[src/rtl/kbtp_pkg.sv]
package kbtp_pkg;
  typedef enum logic [1:0] {
    RGN_NONE = 2'd0,
    RGN_KEYS = 2'd1,
    RGN_TAPE = 2'd2
  } region_t;

  localparam logic [4:0] KEYS_TAG = 5'b11100;
  localparam logic [4:0] TAPE_TAG = 5'b11101;
  localparam logic [2:0] SLOT_VIDEO = 3'd7;
  localparam logic [2:0] SLOT_TAPE = 3'd7;
  localparam logic [2:0] SLOT_BANK = 3'd0;

  // Region from the top five address bits; bits 10:4 are a mirror.
  function automatic region_t region_of(input logic [4:0] top_bits);
    case (top_bits)
      KEYS_TAG: region_of = RGN_KEYS;
      TAPE_TAG: region_of = RGN_TAPE;
      default:  region_of = RGN_NONE;
    endcase
  endfunction

  // Slot index within a region; the lowest address bit is dropped.
  function automatic logic [2:0] slot_of(input logic [2:0] mid_bits);
    slot_of = mid_bits;
  endfunction
endpackage

[src/rtl/kbtp_wr_decode.sv]
module kbtp_wr_decode
  import kbtp_pkg::*;
#(
  parameter int KEY_ROWS = 6,
  parameter int ROW_W = 3
) (
  input  logic             clk,
  input  logic             rst_n,
  input  logic [15:0]      io_addr,
  input  logic             wr_stb,
  input  logic             wr_bit,
  output region_t          region,
  output logic             row_ev,
  output logic [ROW_W-1:0] row_idx,
  output logic             bank_ev,
  output logic             vid_ev,
  output logic             tape_ev
);
  logic [2:0] slot;
  logic       in_keys;
  logic       in_tape;
  logic       addr_unused;

  assign addr_unused = ^{io_addr[10:4], io_addr[0]};
  assign region  = region_of(io_addr[15:11]);
  assign slot    = slot_of(io_addr[3:1]);
  assign in_keys = (region == RGN_KEYS);
  assign in_tape = (region == RGN_TAPE);

  assign row_idx = ROW_W'(slot);
  assign row_ev  = wr_stb && in_keys && !wr_bit && (int'(slot) < KEY_ROWS);
  assign bank_ev = wr_stb && in_keys && (slot == SLOT_BANK);
  assign vid_ev  = wr_stb && in_keys && (slot == SLOT_VIDEO);
  assign tape_ev = wr_stb && in_tape && (slot == SLOT_TAPE);

  AST_EVT_EXCLUSIVE: assert property (@(posedge clk) disable iff (!rst_n)
    $onehot0({row_ev, vid_ev, tape_ev}));
  AST_NO_EVT_IDLE: assert property (@(posedge clk) disable iff (!rst_n)
    !wr_stb |-> !(row_ev || bank_ev || vid_ev || tape_ev));
endmodule

[src/rtl/kbtp_ctrl_regs.sv]
module kbtp_ctrl_regs #(
  parameter int ROW_W = 3,
  parameter int KEY_ROWS = 6,
  parameter bit BANKED = 1'b1
) (
  input  logic             clk,
  input  logic             rst_n,
  input  logic             wr_bit,
  input  logic             row_ev,
  input  logic [ROW_W-1:0] row_idx,
  input  logic             bank_ev,
  input  logic             vid_ev,
  input  logic             tape_ev,
  output logic [ROW_W-1:0] row_sel,
  output logic             bank_sel,
  output logic             video_en,
  output logic             tape_out
);
  always_ff @(posedge clk or negedge rst_n) begin
    if (!rst_n) begin
      row_sel  <= '0;
      video_en <= 1'b0;
      tape_out <= 1'b0;
    end else begin
      if (row_ev)  row_sel  <= row_idx;
      if (vid_ev)  video_en <= wr_bit;
      if (tape_ev) tape_out <= wr_bit;
    end
  end

  generate
    if (BANKED) begin : g_bank
      logic bank_q;
      always_ff @(posedge clk or negedge rst_n) begin
        if (!rst_n)       bank_q <= 1'b0;
        else if (bank_ev) bank_q <= wr_bit;
      end
      assign bank_sel = bank_q;

      AST_BANK_LOAD: assert property (@(posedge clk) disable iff (!rst_n)
        bank_ev |=> bank_sel == $past(wr_bit));
      AST_BANK_HOLD: assert property (@(posedge clk) disable iff (!rst_n)
        !bank_ev |=> $stable(bank_sel));
    end else begin : g_nobank
      logic bank_unused;
      assign bank_unused = bank_ev;
      assign bank_sel = 1'b0;
    end
  endgenerate

  AST_ROW_LOAD: assert property (@(posedge clk) disable iff (!rst_n)
    row_ev |=> row_sel == $past(row_idx));
  AST_ROW_HOLD: assert property (@(posedge clk) disable iff (!rst_n)
    !row_ev |=> $stable(row_sel));
  AST_ROW_RANGE: assert property (@(posedge clk) disable iff (!rst_n)
    int'(row_sel) < KEY_ROWS);
  AST_VID_LOAD: assert property (@(posedge clk) disable iff (!rst_n)
    vid_ev |=> video_en == $past(wr_bit));
  AST_TAPE_LOAD: assert property (@(posedge clk) disable iff (!rst_n)
    tape_ev |=> tape_out == $past(wr_bit));
  AST_TAPE_HOLD: assert property (@(posedge clk) disable iff (!rst_n)
    !tape_ev |=> $stable(tape_out));
endmodule

[src/rtl/kbtp_rd_mux.sv]
module kbtp_rd_mux
  import kbtp_pkg::*;
#(
  parameter int COLS = 8,
  parameter int ROWS = 8,
  parameter int KEY_ROWS = 6,
  parameter int ROW_W = 3
) (
  input  logic                 clk,
  input  logic                 rst_n,
  input  logic                 rd_stb,
  input  region_t              region,
  input  logic [ROW_W-1:0]     row_sel,
  input  logic [ROWS*COLS-1:0] key_matrix,
  input  logic                 tape_in,
  output logic [COLS-1:0]      rd_data
);
  logic [COLS-1:0] keys_byte;
  logic [COLS-1:0] rd_next;

  // Rows without keys float high: all columns read released.
  always_comb begin
    keys_byte = '1;
    for (int r = 0; r < KEY_ROWS; r++) begin
      if (int'(row_sel) == r) keys_byte = key_matrix[r*COLS +: COLS];
    end
  end

  always_comb begin
    case (region)
      RGN_KEYS: rd_next = keys_byte;
      RGN_TAPE: rd_next = {tape_in, {(COLS-1){1'b0}}};
      default:  rd_next = '0;
    endcase
  end

  always_ff @(posedge clk or negedge rst_n) begin
    if (!rst_n)      rd_data <= '0;
    else if (rd_stb) rd_data <= rd_next;
  end

  AST_RD_HOLD: assert property (@(posedge clk) disable iff (!rst_n)
    !rd_stb |=> $stable(rd_data));
  AST_RD_TAPE_LOW: assert property (@(posedge clk) disable iff (!rst_n)
    (rd_stb && region == RGN_TAPE) |=> rd_data[COLS-2:0] == '0);
  AST_RD_OUTSIDE: assert property (@(posedge clk) disable iff (!rst_n)
    (rd_stb && region == RGN_NONE) |=> rd_data == '0);
endmodule

[src/rtl/kbd_tape_port.sv]
module kbd_tape_port
  import kbtp_pkg::*;
#(
  parameter int COLS = 8,
  parameter int ROWS = 8,
  parameter int KEY_ROWS = 6,
  parameter bit BANKED = 1'b1
) (
  input  logic                        clk,
  input  logic                        rst_n,
  input  logic [15:0]                 io_addr,
  input  logic                        wr_bit,
  input  logic                        wr_stb,
  input  logic                        rd_stb,
  input  logic [ROWS*COLS-1:0]        key_matrix,
  input  logic                        tape_in,
  output logic [COLS-1:0]             rd_data,
  output logic [$clog2(ROWS)-1:0]     row_sel,
  output logic                        bank_sel,
  output logic                        video_en,
  output logic                        tape_out
);
  localparam int ROW_W = $clog2(ROWS);

  region_t          region;
  logic             row_ev;
  logic [ROW_W-1:0] row_idx;
  logic             bank_ev;
  logic             vid_ev;
  logic             tape_ev;

  kbtp_wr_decode #(.KEY_ROWS(KEY_ROWS), .ROW_W(ROW_W)) u_dec (
    .clk(clk), .rst_n(rst_n), .io_addr(io_addr), .wr_stb(wr_stb),
    .wr_bit(wr_bit), .region(region), .row_ev(row_ev), .row_idx(row_idx),
    .bank_ev(bank_ev), .vid_ev(vid_ev), .tape_ev(tape_ev)
  );

  kbtp_ctrl_regs #(.ROW_W(ROW_W), .KEY_ROWS(KEY_ROWS), .BANKED(BANKED)) u_regs (
    .clk(clk), .rst_n(rst_n), .wr_bit(wr_bit), .row_ev(row_ev),
    .row_idx(row_idx), .bank_ev(bank_ev), .vid_ev(vid_ev), .tape_ev(tape_ev),
    .row_sel(row_sel), .bank_sel(bank_sel), .video_en(video_en),
    .tape_out(tape_out)
  );

  kbtp_rd_mux #(.COLS(COLS), .ROWS(ROWS), .KEY_ROWS(KEY_ROWS), .ROW_W(ROW_W)) u_rd (
    .clk(clk), .rst_n(rst_n), .rd_stb(rd_stb), .region(region),
    .row_sel(row_sel), .key_matrix(key_matrix), .tape_in(tape_in),
    .rd_data(rd_data)
  );

  AST_RESET_STATE: assert property (@(posedge clk)
    !rst_n |-> (row_sel == '0 && !video_en && !tape_out && !bank_sel));
endmodule

[config.mk]
export PLATFORM = sky130hd
export DESIGN_NAME = kbd_tape_port
export DESIGN_NICKNAME = d
export VERILOG_FILES = /design/src/rtl/kbtp_pkg.sv /design/src/rtl/kbtp_wr_decode.sv /design/src/rtl/kbtp_ctrl_regs.sv /design/src/rtl/kbtp_rd_mux.sv /design/src/rtl/kbd_tape_port.sv
export SDC_FILE = /design/constraint.sdc
export NUM_CORES = 1
export LEC_CHECK = 0
export ABC_CLOCK_PERIOD_IN_PS = 3200
export CAP_MARGIN = 5
export CORE_UTILIZATION = 30
export CTS_BUF_LIST = sky130_fd_sc_hd__clkbuf_8
export CTS_CLUSTER_DIAMETER = 200
export DETAILED_ROUTE_END_ITERATION = 10
export PLACE_DENSITY = 0.8
export SLEW_MARGIN = 25
export SYNTH_ARGS = -nofsm -noshare
export SYNTH_HDL_FRONTEND = slang
export SYNTH_SLANG_ARGS = --single-unit
[constraint.sdc]
create_clock -name clk -period 3.2 [get_ports clk]
set_input_delay 0.48 -clock clk [delete_from_list [all_inputs] [get_ports clk]]
set_output_delay 0.48 -clock clk [all_outputs]
set_load 0.03 [all_outputs]
# == Yosys cells after proc, flatten, opt, wreduce, memory -nomap -nowiden ==
# Cells that the tools add are included.
# totals
elab_cells,34
latchBits,0
regBits,14
n_memories,0
rom_bits,0
ramBits,0
inputBits,86
output_inout_bits,14
# op_classes
n_div,0
muxes,8
magnitude_cmp,1
mul,0
eq_ne,10
n_bitwise,0
reduce_logical,10
shifts,0
n_addsub,0
# op_table
operator,count
$mux 8,6
$pmux 8 s2,1
$eq 3x3->1 const B,5
$eq 5x5->1 const B,2
$logic_and 1x1->1,7
$logic_not 3->1,2
$pmux 2 s2,1
$eq 3x2->1 const B,1
$lt 3x3->1 const B,1
$eq 2x1->1 const B,1
$eq 2x2->1 const B,1
$logic_not 1->1,1

# == Logic depth before layout (Yosys ltp) ==
# logic_depth
depth_word,8
depth_mapped,8

# == By module ==
# From an unflattened synthesis, not the netlist that was laid out.
# hier_totals
hier_cells,107
area_unflattened_um2,1081.0
# by_module_without_submodules
mod,instances,area_per_inst_um2,seq_area_each_um2,cells_each
kbtp_rd_mux,1,765.7,200.2,81
kbtp_ctrl_regs,1,217.7,150.1,12
kbtp_wr_decode,1,97.6,0.0,14

# == Worst setup path before layout ==
# No wires, ideal clock.
# synth_path
path_type,input-to-reg
start,input io_addr[14]
end,register u_regs.row_sel[0]
arrival_time_ns,1.638
setup_ns,0.125
required_ns,3.075
stages,6
slack_ns,1.437
path_cell_list,nand3_1 nor3_1 ha_1 nand2_1 a211oi_1 mux2_2
# synth_between
elab_chain_len,6
# synth_rtl
element,line,text
start: declaration,kbd_tape_port.sv:11,"input logic [15:0] io_addr,"
$eq 5x5->1,kbtp_pkg.sv:16,case (top_bits)
$pmux 2 s2 *,kbtp_pkg.sv:16,
$eq 2x1->1 *,kbtp_wr_decode.sv:27,assign in_keys = (region == RGN_KEYS);
$logic_and 1x1->1 * (3 in a row),kbtp_wr_decode.sv:31,assign row_ev = wr_stb && in_keys && !wr_bit && (int'(slot) < KEY_ROWS);
end signal: assignment,kbtp_ctrl_regs.sv:25,if (row_ev) row_sel <= row_idx;
end: declaration,kbtp_ctrl_regs.sv:14,"output logic [ROW_W-1:0] row_sel,"
# Mark *: on every way between the ends. The rest lies on a longest branch, timed or not.
# A chain may end at the register's enable or synchronous reset.

# == Worst setup path after layout ==
# layout_path
start,register u_regs.row_sel[0]
end,output row_sel[0]
# layout_lines
element,line,text
end: declaration,kbd_tape_port.sv:18,"output logic [$clog2(ROWS)-1:0] row_sel,"
# No word-level cell between the ends.

==> impl_metrics.yaml <==
floorplanning:
  io_pins: 100
  initial_utilization_pct: 31.4
  die_y_microns: 61.4
  die_area_sq_mm: 0.00377
  dieWidth_microns: 61.4
  rows: 21
  core_sq_mm: 0.00336
hold_path:
  holdPathStages: 1
  min_path_type: "reg2reg"
logic_synthesis:
  ys_types: 31
  ys_seq_area_share_pct: 33.1
  yosysWarnings: 0
  synth_fp_nets: 195
  ys_seq_elements: 14
  yosysTopAreaCell: "dfrtp_1"
  netlist_area_sq_mm: 0.00106
  netlist_top_cells_area: "dfrtp_1 (33%), mux2_4 (8.5%), mux2_1 (6.4%), o22a_1 (5.8%), mux2_2 (5.3%)"
  synth_top_area_share_pct: 33.1
  synthCells: 107
  avgSynthCellArea_sq_um: 9.88
finish:
  final_layout_size_suffix_gt1_share_pct: 10.5
  fin_util_pct: 55.9
  area_growth_pct: 77.9
  nets: 270
  antenna_cells: 0
  design_area_sq_mm: 0.00188
critical_path:
  required_ns: 2.72
  reg2reg_from: "u_regs.row_sel[0]"
  worst_r2r_path_depth: 5
  cp-end-kind: "output pin"
  reg2reg_to: "u_rd.rd_data[2]"
  slowest_delay_ns: 0.71
  critPathKind: "reg2out"
  critPathArrivalTime_ns: 1.82
  crit_end: "row_sel[0]"
  cp_max_fo: 12
  cp_cell_sequence: "buf_4, clkdlybuf4s50_1"
  worstSetupStartpoint: "u_regs.row_sel[0]"
  worst-r2r-setup-slack_ns: 1.45
  cp_slowest_cell: "clkdlybuf4s50_1"
  critPathLaunchType: "flip-flop"
route:
  first_pass_iters: 4
  drc: 0
  wl_microns: 3300
  vias: 1133
  viasPerCell: 4.99
  ant_nets: 0
  wl_per_cell_microns: 14.6
  first_iter_violations: 27
placement:
  post-dp-hpwl_microns: 2670
  placed_cell_area_sq_mm: 0.00183
  io_buffers: 75
  place_congestion: 0.808
clock_tree:
  clock_sinks: 14
  cts-hold-fix-buffers: 0
  clk_pin_slew_ns: 0.06
  cts-root-buf: "clkbuf_8"
  cts_setup_buffers: 0
  htree_levels: 1
  cts_resized: 0
  clk_latency_ns: 0.24
  cts_buffers: 3
  clockBufferDepth: 2
  cts_tree: "done"
timing:
  drv_slew: 0
  slew_headroom_pct: 56.4
  finalCritPeriodShare_pct: 71.9
  setup_viol: 0
  grt_setup_unrepaired: "false"
  min_period_ns: 2.30
  tightest_slew_ns: 0.652
  hold_viol_final: 0
  fin_skew_ns: 0.00275
  tns_ns: 0
  hold_ws_ns: 0.507
  fmax_mhz: 435
run:
  max-cap-violations: 0
global_route:
  grt_overflow: 0
  antenna_found_initial: 0
  grt_pass1_wl_microns: 4780
  grt_pass1_vias: 1103
  grt.total_usage_pct: 17.3
  grt_start_max_net_pins: 15
power:
  ir_drop_v: 0.000211
  power_mw: 0.584
  power_leakage_nw: 0.736
  power_density_mw_per_mm2: 311
run_status:
  outcome: "finished clean"
## cells in the mapped netlist
cell type / n
a211oi_1: 2
a31oi_1: 1
and2b_1: 1
and3_1: 1
buf_2: 2
buf_4: 1
buf_6: 1
buf_8: 1
clkbuf_1: 1
dfrtp_1: 14
ha_1: 2
inv_1: 9
mux2_1: 6
mux2_2: 5
mux2_4: 6
mux4_2: 1
nand2_1: 4
nand2b_1: 2
nand3_1: 3
nand3b_1: 1
nor2_1: 13
nor2b_1: 2
nor3_1: 3
nor4_1: 1
o221ai_1: 1
o22a_1: 7
o22ai_1: 7
o31ai_1: 1
o32ai_1: 6
o32ai_2: 1
or2_2: 1
## sequential cells by signal, indices dropped and copies added (netlist names)
register,count
u_regs.bank_sel,1
u_regs.tape_out,1
u_regs.row_sel,3
u_regs.video_en,1
u_rd.rd_data,8
## metal layers
metal | GRT usage [%] | part of all wire (%)
met5 | 0 | 0
met3 | 4.41 | 8.3
met2 | 32.6 | 51
met1 | 19.7 | 40
met4 | 3.81 | 0.12
## power breakdown
| group | leakage [nW] | switching (mW) | internal, mW | total, mW |
|---|---|---|---|---|
| clock | 0.0288 | 0.0642 | 0.109 | 0.173 |
| combinational | 0.514 | 0.0792 | 0.130 | 0.210 |
| sequential | 0.193 | 0.0176 | 0.184 | 0.201 |
## worst max-delay path: cells and delay by family, from the launching register on
| family | cells | cell delay, ns |
|---|---|---|
| flops | 1 | 0.56 |
| buf+inv | 2 | 1.01 |
## layout make-up
cell class | instances | area (sq um)
multi-input cells | 78 | 626
fillers | 322 | 1480
repair buffers | 76 | 758
clock buffers | 4 | 55.1
well taps | 46 | 57.6
inverters | 9 | 33.8
flip-flops and latches | 14 | 350
## per-stage QoR
stage	setup slack [ns]	cells
after global placement	0.863	223
final	0.899	227
after detailed placement	0.765	223
after CTS	0.880	227
after floorplan	1.44	107
after global routing	0.828	227
## cells by family (layout without fill, tap and decap cells)
kind of cell	after synthesis	count (layout)	synth area share [%]
fa+ha+maj	2	2	2.37
mux	18	18	22.4
compound gates	26	26	20.0
flops	14	14	33.1
buf+inv	15	89	7.69
simple gates	32	32	14.4
## worst min path at each step
stage                         start              end  slack, ns
floorplan                     rst_n  u_rd.rd_data[0]       0.18
global placement    u_regs.tape_out  u_regs.tape_out       0.49
detailed placement  u_regs.video_en  u_regs.video_en       0.49
CTS                 u_regs.video_en  u_regs.video_en       0.51
global route        u_regs.video_en  u_regs.video_en       0.52
finish              u_regs.video_en  u_regs.video_en       0.51
## cell usage in the layout (no fill, tap or decap), types with 3 or more instances in the layout
cell,synthesis,layout
mux2_4,6,6
nand3_1,3,3
nand2_1,4,4
mux2_1,6,6
o22ai_1,7,7
clkbuf_8,0,4
nor3_1,3,3
inv_1,9,9
mux2_2,5,5
nor2_1,13,13
o22a_1,7,7
clkdlybuf4s50_1,0,75
dfrtp_1,14,14
o32ai_1,6,6
No activity file was read; power rests on OpenSTA's default activity.
